--- src/rtl/cmx_pkg.sv ---
package cmx_pkg;
  localparam int PIX_W      = 8;
  localparam int COEF_W     = 10;
  localparam int FRAC_W     = 9;
  localparam int REG_W      = 32;
  localparam int REG_ADDR_W = 2;
  localparam int NUM_COMP   = 3;
  localparam logic [REG_ADDR_W-1:0] ADDR_SEL = 2'd3;

  typedef logic [COEF_W-1:0] coef_t;
  // index [source color][destination color], color 0 = red, 1 = green, 2 = blue
  typedef coef_t [NUM_COMP-1:0][NUM_COMP-1:0] coefMat_t;

  typedef struct packed {
    logic     matOn;
    coefMat_t coef;
  } cmxCtl_t;
endpackage

--- src/rtl/cmxCtrl.sv ---
module cmxCtrl
  import cmx_pkg::*;
#(
  parameter int NUM_CHAN = 4,
  parameter int CHAN_W   = 2,
  parameter int SEL_W    = 3
) (
  input  logic                  clk,
  input  logic                  rstN,
  input  logic                  regWrEn,
  input  logic [REG_ADDR_W-1:0] regAddr,
  input  logic [REG_W-1:0]      regWrData,
  input  logic                  frameStart,
  output cmxCtl_t               ctl,
  output logic [CHAN_W-1:0]     matChan,
  output logic [SEL_W-1:0]      actSel
);
  coefMat_t         stgCoef;
  coefMat_t         actCoef;
  logic [SEL_W-1:0] stgSel;

  wire unusedData = ^regWrData[REG_W-1:NUM_COMP*COEF_W];

  // staging copy, written by the host at any time
  always_ff @(posedge clk) begin
    if (!rstN) begin
      stgCoef <= '0;
      stgSel  <= '0;
    end else if (regWrEn) begin
      for (int s = 0; s < NUM_COMP; s++) begin
        if (regAddr == REG_ADDR_W'(NUM_COMP - 1 - s)) begin
          for (int d = 0; d < NUM_COMP; d++) begin
            stgCoef[s][d] <= regWrData[d*COEF_W +: COEF_W];
          end
        end
      end
      if (regAddr == ADDR_SEL) stgSel <= regWrData[SEL_W-1:0];
    end
  end

  // active copy, swapped as a whole at frame start
  always_ff @(posedge clk) begin
    if (!rstN) begin
      actCoef <= '0;
      actSel  <= '0;
    end else if (frameStart) begin
      actCoef <= stgCoef;
      actSel  <= stgSel;
    end
  end

  always_comb begin
    ctl.coef  = actCoef;
    ctl.matOn = (actSel != '0) && (actSel <= SEL_W'(NUM_CHAN));
    matChan   = CHAN_W'(actSel - SEL_W'(1));
  end
endmodule

--- src/rtl/cmxDatapath.sv ---
module cmxDatapath
  import cmx_pkg::*;
#(
  parameter int CHAN_W = 2
) (
  input  logic                      clk,
  input  logic                      rstN,
  input  cmxCtl_t                   ctl,
  input  logic [CHAN_W-1:0]         matChan,
  input  logic                      inValid,
  input  logic [CHAN_W-1:0]         inChan,
  input  logic [NUM_COMP*PIX_W-1:0] inPix,
  output logic                      outValid,
  output logic [CHAN_W-1:0]         outChan,
  output logic [NUM_COMP*PIX_W-1:0] outPix
);
  localparam int PROD_W = PIX_W + COEF_W;
  localparam int SUM_W  = PROD_W + 2;
  localparam int PIX_MAX = (1 << PIX_W) - 1;
  localparam logic signed [SUM_W-1:0] HALF = SUM_W'(1 << (FRAC_W - 1));

  typedef logic [NUM_COMP-1:0][NUM_COMP-1:0][PROD_W-1:0] prodMat_t;

  function automatic logic [PROD_W-1:0] mulCoef(input coef_t c, input logic [PIX_W-1:0] p);
    logic [PROD_W-1:0] mag;
    mag = PROD_W'(c[FRAC_W-1:0]) * PROD_W'(p);
    return c[COEF_W-1] ? -mag : mag;
  endfunction

  function automatic logic [PIX_W-1:0] clampPix(input logic signed [SUM_W-1:0] v);
    if (v[SUM_W-1]) return '0;
    else if (|v[SUM_W-2:PIX_W]) return PIX_W'(PIX_MAX);
    else return v[PIX_W-1:0];
  endfunction

  prodMat_t prodD, s1Prod;
  logic     hitD, s1Hit, s1Valid;
  logic [CHAN_W-1:0]         s1Chan;
  logic [NUM_COMP*PIX_W-1:0] s1Pix, matPix;

  assign hitD = ctl.matOn && (inChan == matChan);

  always_comb begin
    for (int s = 0; s < NUM_COMP; s++) begin
      for (int d = 0; d < NUM_COMP; d++) begin
        prodD[s][d] = mulCoef(ctl.coef[s][d], inPix[(NUM_COMP-1-s)*PIX_W +: PIX_W]);
      end
    end
  end

  // stage 1: products, sideband
  always_ff @(posedge clk) begin
    if (!rstN) begin
      s1Valid <= 1'b0;
      s1Chan  <= '0;
      s1Pix   <= '0;
      s1Hit   <= 1'b0;
      s1Prod  <= '0;
    end else begin
      s1Valid <= inValid;
      s1Chan  <= inChan;
      s1Pix   <= inPix;
      s1Hit   <= hitD;
      s1Prod  <= prodD;
    end
  end

  // accumulate, round, clamp for each destination color
  for (genvar d = 0; d < NUM_COMP; d++) begin : g_dst
    logic signed [SUM_W-1:0] acc, shifted;
    always_comb begin
      acc = HALF;
      for (int s = 0; s < NUM_COMP; s++) begin
        acc = acc + SUM_W'($signed(s1Prod[s][d]));
      end
      shifted = acc >>> FRAC_W;
    end
    assign matPix[(NUM_COMP-1-d)*PIX_W +: PIX_W] = clampPix(shifted);
  end

  // stage 2: output register with bypass select
  always_ff @(posedge clk) begin
    if (!rstN) begin
      outValid <= 1'b0;
      outChan  <= '0;
      outPix   <= '0;
    end else begin
      outValid <= s1Valid;
      outChan  <= s1Chan;
      outPix   <= s1Hit ? matPix : s1Pix;
    end
  end
endmodule

--- src/rtl/colorMatrixUnit.sv ---
module colorMatrixUnit
  import cmx_pkg::*;
#(
  parameter int NUM_CHAN = 4,
  localparam int CHAN_W  = $clog2(NUM_CHAN),
  localparam int SEL_W   = $clog2(NUM_CHAN + 1)
) (
  input  logic                      clk,
  input  logic                      rstN,
  input  logic                      regWrEn,
  input  logic [REG_ADDR_W-1:0]     regAddr,
  input  logic [REG_W-1:0]          regWrData,
  input  logic                      frameStart,
  input  logic                      inValid,
  input  logic [CHAN_W-1:0]         inChan,
  input  logic [NUM_COMP*PIX_W-1:0] inPix,
  output logic                      outValid,
  output logic [CHAN_W-1:0]         outChan,
  output logic [NUM_COMP*PIX_W-1:0] outPix
);
  cmxCtl_t           ctlBus;
  logic [CHAN_W-1:0] matChan;
  logic [SEL_W-1:0]  actSel;

  cmxCtrl #(.NUM_CHAN(NUM_CHAN), .CHAN_W(CHAN_W), .SEL_W(SEL_W)) ctrl_i (
    .clk(clk), .rstN(rstN), .regWrEn(regWrEn), .regAddr(regAddr),
    .regWrData(regWrData), .frameStart(frameStart),
    .ctl(ctlBus), .matChan(matChan), .actSel(actSel)
  );

  cmxDatapath #(.CHAN_W(CHAN_W)) dp_i (
    .clk(clk), .rstN(rstN), .ctl(ctlBus), .matChan(matChan),
    .inValid(inValid), .inChan(inChan), .inPix(inPix),
    .outValid(outValid), .outChan(outChan), .outPix(outPix)
  );
endmodule

--- config.mk ---
export PLATFORM = sky130hd
export DESIGN_NAME = colorMatrixUnit
export DESIGN_NICKNAME = d
export VERILOG_FILES = /design/src/rtl/cmx_pkg.sv /design/src/rtl/cmxCtrl.sv /design/src/rtl/cmxDatapath.sv /design/src/rtl/colorMatrixUnit.sv
export SDC_FILE = /design/constraint.sdc
export NUM_CORES = 2
export LEC_CHECK = 0
export BUFFER_PORTS_ARGS = -buffer_cell sky130_fd_sc_hd__buf_4
export CAP_MARGIN = 20
export CELL_PAD_IN_SITES_DETAIL_PLACEMENT = 2
export CELL_PAD_IN_SITES_GLOBAL_PLACEMENT = 2
export CORE_ASPECT_RATIO = 1.2
export CORE_UTILIZATION = 45
export CTS_BUF_LIST = sky130_fd_sc_hd__clkbuf_4 sky130_fd_sc_hd__clkbuf_8
export DETAILED_ROUTE_END_ITERATION = 7
export GPL_TIMING_DRIVEN = 0
export PLACE_DENSITY = 0.87
export SLEW_MARGIN = 20
export SYNTH_ARGS = -nofsm -noshare
export SYNTH_HDL_FRONTEND = slang
export SYNTH_SLANG_ARGS = --single-unit
--- constraint.sdc ---
create_clock -name clk -period 18.35 [get_ports clk]
set_input_delay 1.835 -clock clk [delete_from_list [all_inputs] [get_ports clk]]
set_output_delay 1.835 -clock clk [all_outputs]
set_load 0.01 [all_outputs]
# --- Yosys cells after proc, flatten, opt, wreduce, memory -nomap -nowiden ---
# Cells that the tools add are included.
word_totals:
  reg_bits: 403
  word_cells: 114
classes:
  n_addsub: 19
  n_mux: 16
  eq_ne: 4
  mul: 9
  n_reduce_logical: 20
  order_cmp: 1
op_table:
  columns: ["cell", "n"]
  rows:
  - ["$neg A17 Y18", 9]
  - ["$mul A9 B8 Y17", 9]
  - ["$mux W17", 9]
  - ["$add A19 B18 Y20", 3]
  - ["$add A20 B18 Y20", 3]
  - ["$add A10 B18 Y19 const A", 3]
  - ["$mux W8", 6]
  - ["$reduce_and A2 Y1", 13]
  - ["$mux W24", 1]
  - ["$reduce_or A3 Y1", 3]
  - ["$eq A2 B2 Y1 const B", 2]
  - ["$le A3 B3 Y1 const B", 1]
  - ["$reduce_bool A3 Y1", 1]
  - ["$eq A2 B1 Y1 const B", 1]
  - ["$eq A2 B2 Y1", 1]
  - ["$logic_and A1 B1 Y1", 2]
  - ["$logic_not A2 Y1", 1]
  - ["$sub A2 B1 Y2 const B", 1]

# --- Longest topological paths before layout ---
depth:
  word_depth: 7
  depth_mapped: 21

# --- By module ---
# From an unflattened synthesis, not the netlist that was laid out.
unflattened:
  cells_unflattened: 4446
  hier_area_um2: 40378.7
by_module_without_submodules:
  columns: ["module", "n_inst", "cells_per_inst", "area_per_inst_um2"]
  rows:
  - ["cmxDatapath", 1, 3803, 33458.3]
  - ["cmxCtrl", 1, 643, 6920.4]

# --- Worst setup path before layout ---
# No wires, ideal clock.
synth_timing:
  path_kind: "input-to-reg"
  startpoint: "input port inPix[5]"
  endpoint: "register dp_i.s1Prod[159] (netlist name)"
  setup_time_ns: 0.066
  arrival_ns: 7.156
  cell_stages: 19
  path_slack_ns: 11.128
  required_ns: 18.284
  path_cell_list: "clkbuf_1 clkbuf_1 nand2_1 fa_1 fa_1 inv_1 fa_1 inv_1 fa_1 inv_1 ha_1 nor2b_1 a221o_1 or3b_1 or2_4 or4_4 or4_4 a21o_1 a21oi_2"
synth_via:
  elab_chain_cells: 3
synth_lines:
  columns: ["item", "line_no", "text"]
  rows:
  - ["from (decl)", "colorMatrixUnit.sv:16", "input logic [NUM_COMP*PIX_W-1:0] inPix,"]
  - ["$mul A9 B8 Y17 (*)", "cmxDatapath.sv:26", "mag = PROD_W'(c[FRAC_W-1:0]) * PROD_W'(p);"]
  - ["$neg A17 Y18", "cmxDatapath.sv:27", "return c[COEF_W-1] ? -mag : mag;"]
  - ["$mux W17 (*)", "cmxDatapath.sv:27", null]
  - ["to (signal assigned)", "cmxDatapath.sv:64", "s1Prod <= prodD;"]
  - ["to (decl)", "cmxDatapath.sv:36", "prodMat_t prodD, s1Prod;"]
# Every way passes the cells marked *; elsewhere a longest branch is shown, timed or not.
# A chain may end at the register's enable or synchronous reset.

# --- Worst setup path in the final report ---
layout_timing:
  startpoint: "input port inPix[5]"
  endpoint: "register dp_i.s1Prod[123] (netlist name)"
# The elaborated chain is that of the path after synthesis.

==> impl_metrics.xml <==
<?xml version="1.0" encoding="UTF-8"?>
<metrics>
  <group name="status">
    <metric name="status" unit="">finished, violations left</metric>
    <metric name="violations" unit="">capacitance limit, slew limit</metric>
  </group>
  <group name="power_and_ir_drop">
    <metric name="vdd.ir_drop.worst" unit="uV">64.4</metric>
    <metric name="internal_power" unit="mW">1.50</metric>
    <metric name="switchingPower" unit="mW">0.822</metric>
    <metric name="seqPwrFrac" unit="">0.399</metric>
    <metric name="comb_power_share" unit="">0.190</metric>
    <metric name="leakage" unit="nW">22.2</metric>
    <metric name="pwr_per_cell_area" unit="nW/um^2">53.7</metric>
    <metric name="switching_share" unit="">0.354</metric>
    <metric name="power_frac_clock" unit="">0.411</metric>
  </group>
  <group name="sta">
    <metric name="final_min_period_over_clock_period" unit="">0.472</metric>
    <metric name="fin_ws" unit="ns">9.69</metric>
    <metric name="grt_setup_unrepaired" unit="">false</metric>
    <metric name="final-max-slew-violation-count" unit="">2</metric>
    <metric name="final-hold-violation-count" unit="">0</metric>
    <metric name="max_freq" unit="MHz">115</metric>
    <metric name="setup_viol" unit="">0</metric>
    <metric name="worst_tran_pin_value" unit="ns">1.86</metric>
    <metric name="finClkSkew" unit="ns">0.0627</metric>
    <metric name="setup-tns-final" unit="ns">0</metric>
    <metric name="slew_headroom" unit="">-0.249</metric>
    <metric name="layout_min_cycle_time" unit="ns">8.66</metric>
  </group>
  <group name="global_routing">
    <metric name="vias_in_the_first_global_route" unit="">43400</metric>
    <metric name="grt_use_total" unit="">0.450</metric>
    <metric name="initial_antenna_violation_count" unit="">19</metric>
    <metric name="grt_pass1_wl" unit="um">295000</metric>
    <metric name="maximum_number_of_pins_on_one_net_before_global_route_repair" unit="">11</metric>
    <metric name="globalRouteOverflowTotal" unit="">0</metric>
  </group>
  <group name="placement">
    <metric name="io_buffers" unit="">79</metric>
    <metric name="detailedPlacementHpwl" unit="um">133000</metric>
    <metric name="place_area" unit="um^2">41800</metric>
    <metric name="place_ws" unit="ns">9.53</metric>
    <metric name="placed_cells" unit="">5704</metric>
    <metric name="gp_congestion" unit="">0.897</metric>
  </group>
  <group name="clock_tree">
    <metric name="insertion_delay" unit="ns">0.74</metric>
    <metric name="cts_buffers" unit="">72</metric>
    <metric name="tritoncts" unit="">built</metric>
    <metric name="post_cts_resized" unit="">0</metric>
    <metric name="cts.htree.levels" unit="">3</metric>
    <metric name="cts_buffer_depth" unit="">3</metric>
    <metric name="hold_buffers" unit="">0</metric>
    <metric name="clock_sink_count" unit="">403</metric>
    <metric name="clk_transition_reported_paths" unit="ns">0.07</metric>
    <metric name="root_buffer" unit="">sky130_fd_sc_hd__clkbuf_8</metric>
    <metric name="post_cts_buffers" unit="">0</metric>
  </group>
  <group name="worst_hold_path">
    <metric name="hold_path.class" unit="">flop to flop</metric>
  </group>
  <group name="yosys">
    <metric name="yosys_register_bits" unit="">403</metric>
    <metric name="post_synth.cell_area_avg" unit="um^2">8.87</metric>
    <metric name="yosys_warnings" unit="">0</metric>
    <metric name="synth.yosys.seq_area_share" unit="">0.203</metric>
    <metric name="synth-async-reset-ratio" unit="">0</metric>
    <metric name="postSynthNetCount" unit="">5415</metric>
    <metric name="synth-main-ff-cell" unit="">sky130_fd_sc_hd__dfxtp_1</metric>
    <metric name="synthesis.area" unit="um^2">39700</metric>
    <metric name="yosysUniqueCellTypes" unit="">80</metric>
    <metric name="synth_enable_flop_cells" unit="">0</metric>
    <metric name="post_synth_inst_count" unit="">4476</metric>
  </group>
  <group name="floorplanning">
    <metric name="chipHeight" unit="um">327</metric>
    <metric name="dieWidth" unit="um">273</metric>
    <metric name="core_area" unit="um^2">87500</metric>
    <metric name="fp.dieArea" unit="um^2">89400</metric>
    <metric name="start_util" unit="">0.454</metric>
    <metric name="io-pin-count" unit="">92</metric>
    <metric name="num_rows" unit="">119</metric>
  </group>
  <group name="cells_and_area">
    <metric name="layout.area.seq" unit="um^2">8070</metric>
    <metric name="non_filler_cell_area_final" unit="um^2">43300</metric>
    <metric name="final_layout_size_suffix_gt1_frac" unit="">0.0551</metric>
    <metric name="multiInputGateArea" unit="um^2">28900</metric>
    <metric name="finish.utilization" unit="">0.494</metric>
    <metric name="fillerInstances" unit="">9420</metric>
    <metric name="synthToLayoutAreaGrowth" unit="%">8.96</metric>
    <metric name="finish.net_count" unit="">5568</metric>
    <metric name="finalNonFillerCells" unit="">5842</metric>
  </group>
  <group name="route">
    <metric name="wirelength" unit="um">204000</metric>
    <metric name="routedWlPerCell" unit="um">34.9</metric>
    <metric name="vias" unit="">37000</metric>
    <metric name="drt-vias-per-instance" unit="">6.33</metric>
    <metric name="ant_nets" unit="">0</metric>
    <metric name="remaining_drc_errors" unit="">0</metric>
    <metric name="drt_pass1_iterations" unit="">5</metric>
    <metric name="detail_route.iter0.violations" unit="">2631</metric>
  </group>
  <group name="setup_path">
    <metric name="criticalPathCategory" unit="">input port to flop</metric>
    <metric name="worstPathMaxFanout" unit="">10</metric>
    <metric name="timing.critical_path.to_type" unit="">flop</metric>
    <metric name="critical_path_arrival" unit="ns">9.20</metric>
    <metric name="worst_ep_required_time" unit="ns">18.89</metric>
    <metric name="critical_path.startpoint_type" unit="">input port</metric>
  </group>
  <group name="job">
    <metric name="max_cap_viol_count" unit="">1</metric>
  </group>
</metrics>
-- routing by layer --
layer  GRT usage  routed length, um  vias up
li1            -                  -    14800
met1       0.456              69000    18900
met2       0.764              98400     2116
met3       0.106              14300     1145
met4       0.417              21900       14
met5           0                101        -
-- stage by stage --
| step | power [mW] | hold WS (ns) |
|---|---|---|
| 2_1_floorplan | 1.16 | 0.401 |
| 3_3_place_gp | 1.29 | 0.414 |
| 3_5_place_dp | 1.33 | 0.422 |
| 4_1_cts | 2.30 | 0.434 |
| 5_1_grt | 2.36 | 0.447 |
| 6_report | 2.33 | 0.429 |
-- sequential cells by signal, summed over array words and instances, names as in the netlist --
register	count
dp_i.s1Chan	2
dp_i.outChan	2
ctrl_i.actSel	3
ctrl_i.ctl	90
dp_i.s1Hit	1
dp_i.s1Valid	1
dp_i.outValid	1
dp_i.s1Pix	24
dp_i.s1Prod	162
ctrl_i.stgCoef	90
ctrl_i.stgSel	3
dp_i.outPix	24
-- power groups by stage --
stage / registers, mW / logic, mW / clock network, mW
6_report: 0.928 / 0.442 / 0.955
5_1_grt: 0.928 / 0.455 / 0.981
4_1_cts: 0.926 / 0.420 / 0.950
3_5_place_dp: 0.943 / 0.385 / 0
3_3_place_gp: 0.941 / 0.350 / 0
2_1_floorplan: 0.931 / 0.225 / 0
-- worst max-delay path, stage by stage --
cell and delay, ns:
sky130_fd_sc_hd__clkbuf_1 0.53, sky130_fd_sc_hd__clkbuf_1 0.79, sky130_fd_sc_hd__nand2_1 0.22, sky130_fd_sc_hd__fa_1 0.57, sky130_fd_sc_hd__fa_1 0.53, sky130_fd_sc_hd__inv_1 0.07, sky130_fd_sc_hd__fa_1 0.54, sky130_fd_sc_hd__inv_1 0.08
sky130_fd_sc_hd__fa_1 0.49, sky130_fd_sc_hd__inv_1 0.05, sky130_fd_sc_hd__ha_1 0.35, sky130_fd_sc_hd__nor2b_1 0.19, sky130_fd_sc_hd__a221oi_1 0.30, sky130_fd_sc_hd__nand3_1 0.30, sky130_fd_sc_hd__or4_1 0.64, sky130_fd_sc_hd__or3_1 0.42
sky130_fd_sc_hd__or4b_1 0.58, sky130_fd_sc_hd__and3_1 0.22, sky130_fd_sc_hd__nor3_1 0.48
-- cell families after synthesis --
family / Yosys count / synth area share
simple gates: 1575 / 0.201
fa+ha+maj: 874 / 0.356
buf+inv: 723 / 0.0688
compound gates: 555 / 0.0907
flops: 403 / 0.203
xor+xnor: 233 / 0.0514
mux: 113 / 0.0285
-- cells in the mapped netlist, types with 25 or more instances --
library cell               instances  area [um^2]
sky130_fd_sc_hd__a21o_1           49          368
sky130_fd_sc_hd__a21oi_1         191          956
sky130_fd_sc_hd__and2_1          559         3500
sky130_fd_sc_hd__and3_1           26          163
sky130_fd_sc_hd__buf_1            25         93.8
sky130_fd_sc_hd__clkbuf_1        126          473
sky130_fd_sc_hd__dfxtp_1         403         8070
sky130_fd_sc_hd__fa_1            429         8590
sky130_fd_sc_hd__ha_1            445         5570
sky130_fd_sc_hd__inv_1           565         2120
sky130_fd_sc_hd__mux2i_1         111         1110
sky130_fd_sc_hd__nand2_1         443         1660
sky130_fd_sc_hd__nand3_1          29          145
sky130_fd_sc_hd__nor2_1          304         1140
sky130_fd_sc_hd__nor3_1           52          260
sky130_fd_sc_hd__o21ai_0         102          510
sky130_fd_sc_hd__o31ai_1          32          240
sky130_fd_sc_hd__or3_1            32          200
sky130_fd_sc_hd__xnor2_1         109          955
sky130_fd_sc_hd__xor2_1          124         1090
-- cell usage in the layout (no fill, tap or decap), drive strengths merged, types with 22 or more instances in the layout --
| cell | count |
|---|---|
| nand2 | 443 |
| a21oi | 192 |
| o31ai | 33 |
| buf | 108 |
| dfxtp | 403 |
| clkbuf | 231 |
| fa | 429 |
| and3 | 26 |
| nand3 | 29 |
| inv | 571 |
| a211oi | 22 |
| a21o | 49 |
| and2 | 560 |
| or3 | 32 |
| xor2 | 124 |
| xnor2 | 109 |
| nor2 | 304 |
| nor3 | 53 |
| mux2i | 111 |
| ha | 445 |
| o21ai | 103 |
-- final timing paths --
path	startpoint	endpoint	slack [ns]	depth (start not counted)
min	dp_i.s1Valid$_SDFF_PN0_	dp_i.outValid$_SDFF_PN0_	0.43	1
min reg2reg	dp_i.s1Valid$_SDFF_PN0_	dp_i.outValid$_SDFF_PN0_	0.43	1
max	inPix[5]	dp_i.s1Prod[123]$_SDFF_PN0_	9.69	19
max reg2reg	ctrl_i.ctl[50]$_SDFFE_PN0P_	dp_i.s1Prod[100]$_SDFF_PN0_	11.35	16
-- layout make-up --
class | instances | share of cell area
multi-input combinational | 3350 | 0.668
timing repair buffer | 79 | 0.0137
clock inverter | 22 | 0.00353
inverter | 567 | 0.0492
buffer | 156 | 0.0141
tap | 1149 | 0.0332
sequential | 403 | 0.186
antenna | 12 | 0.000694
clock buffer | 104 | 0.0308
No activity file was read; power rests on OpenSTA's default activity.
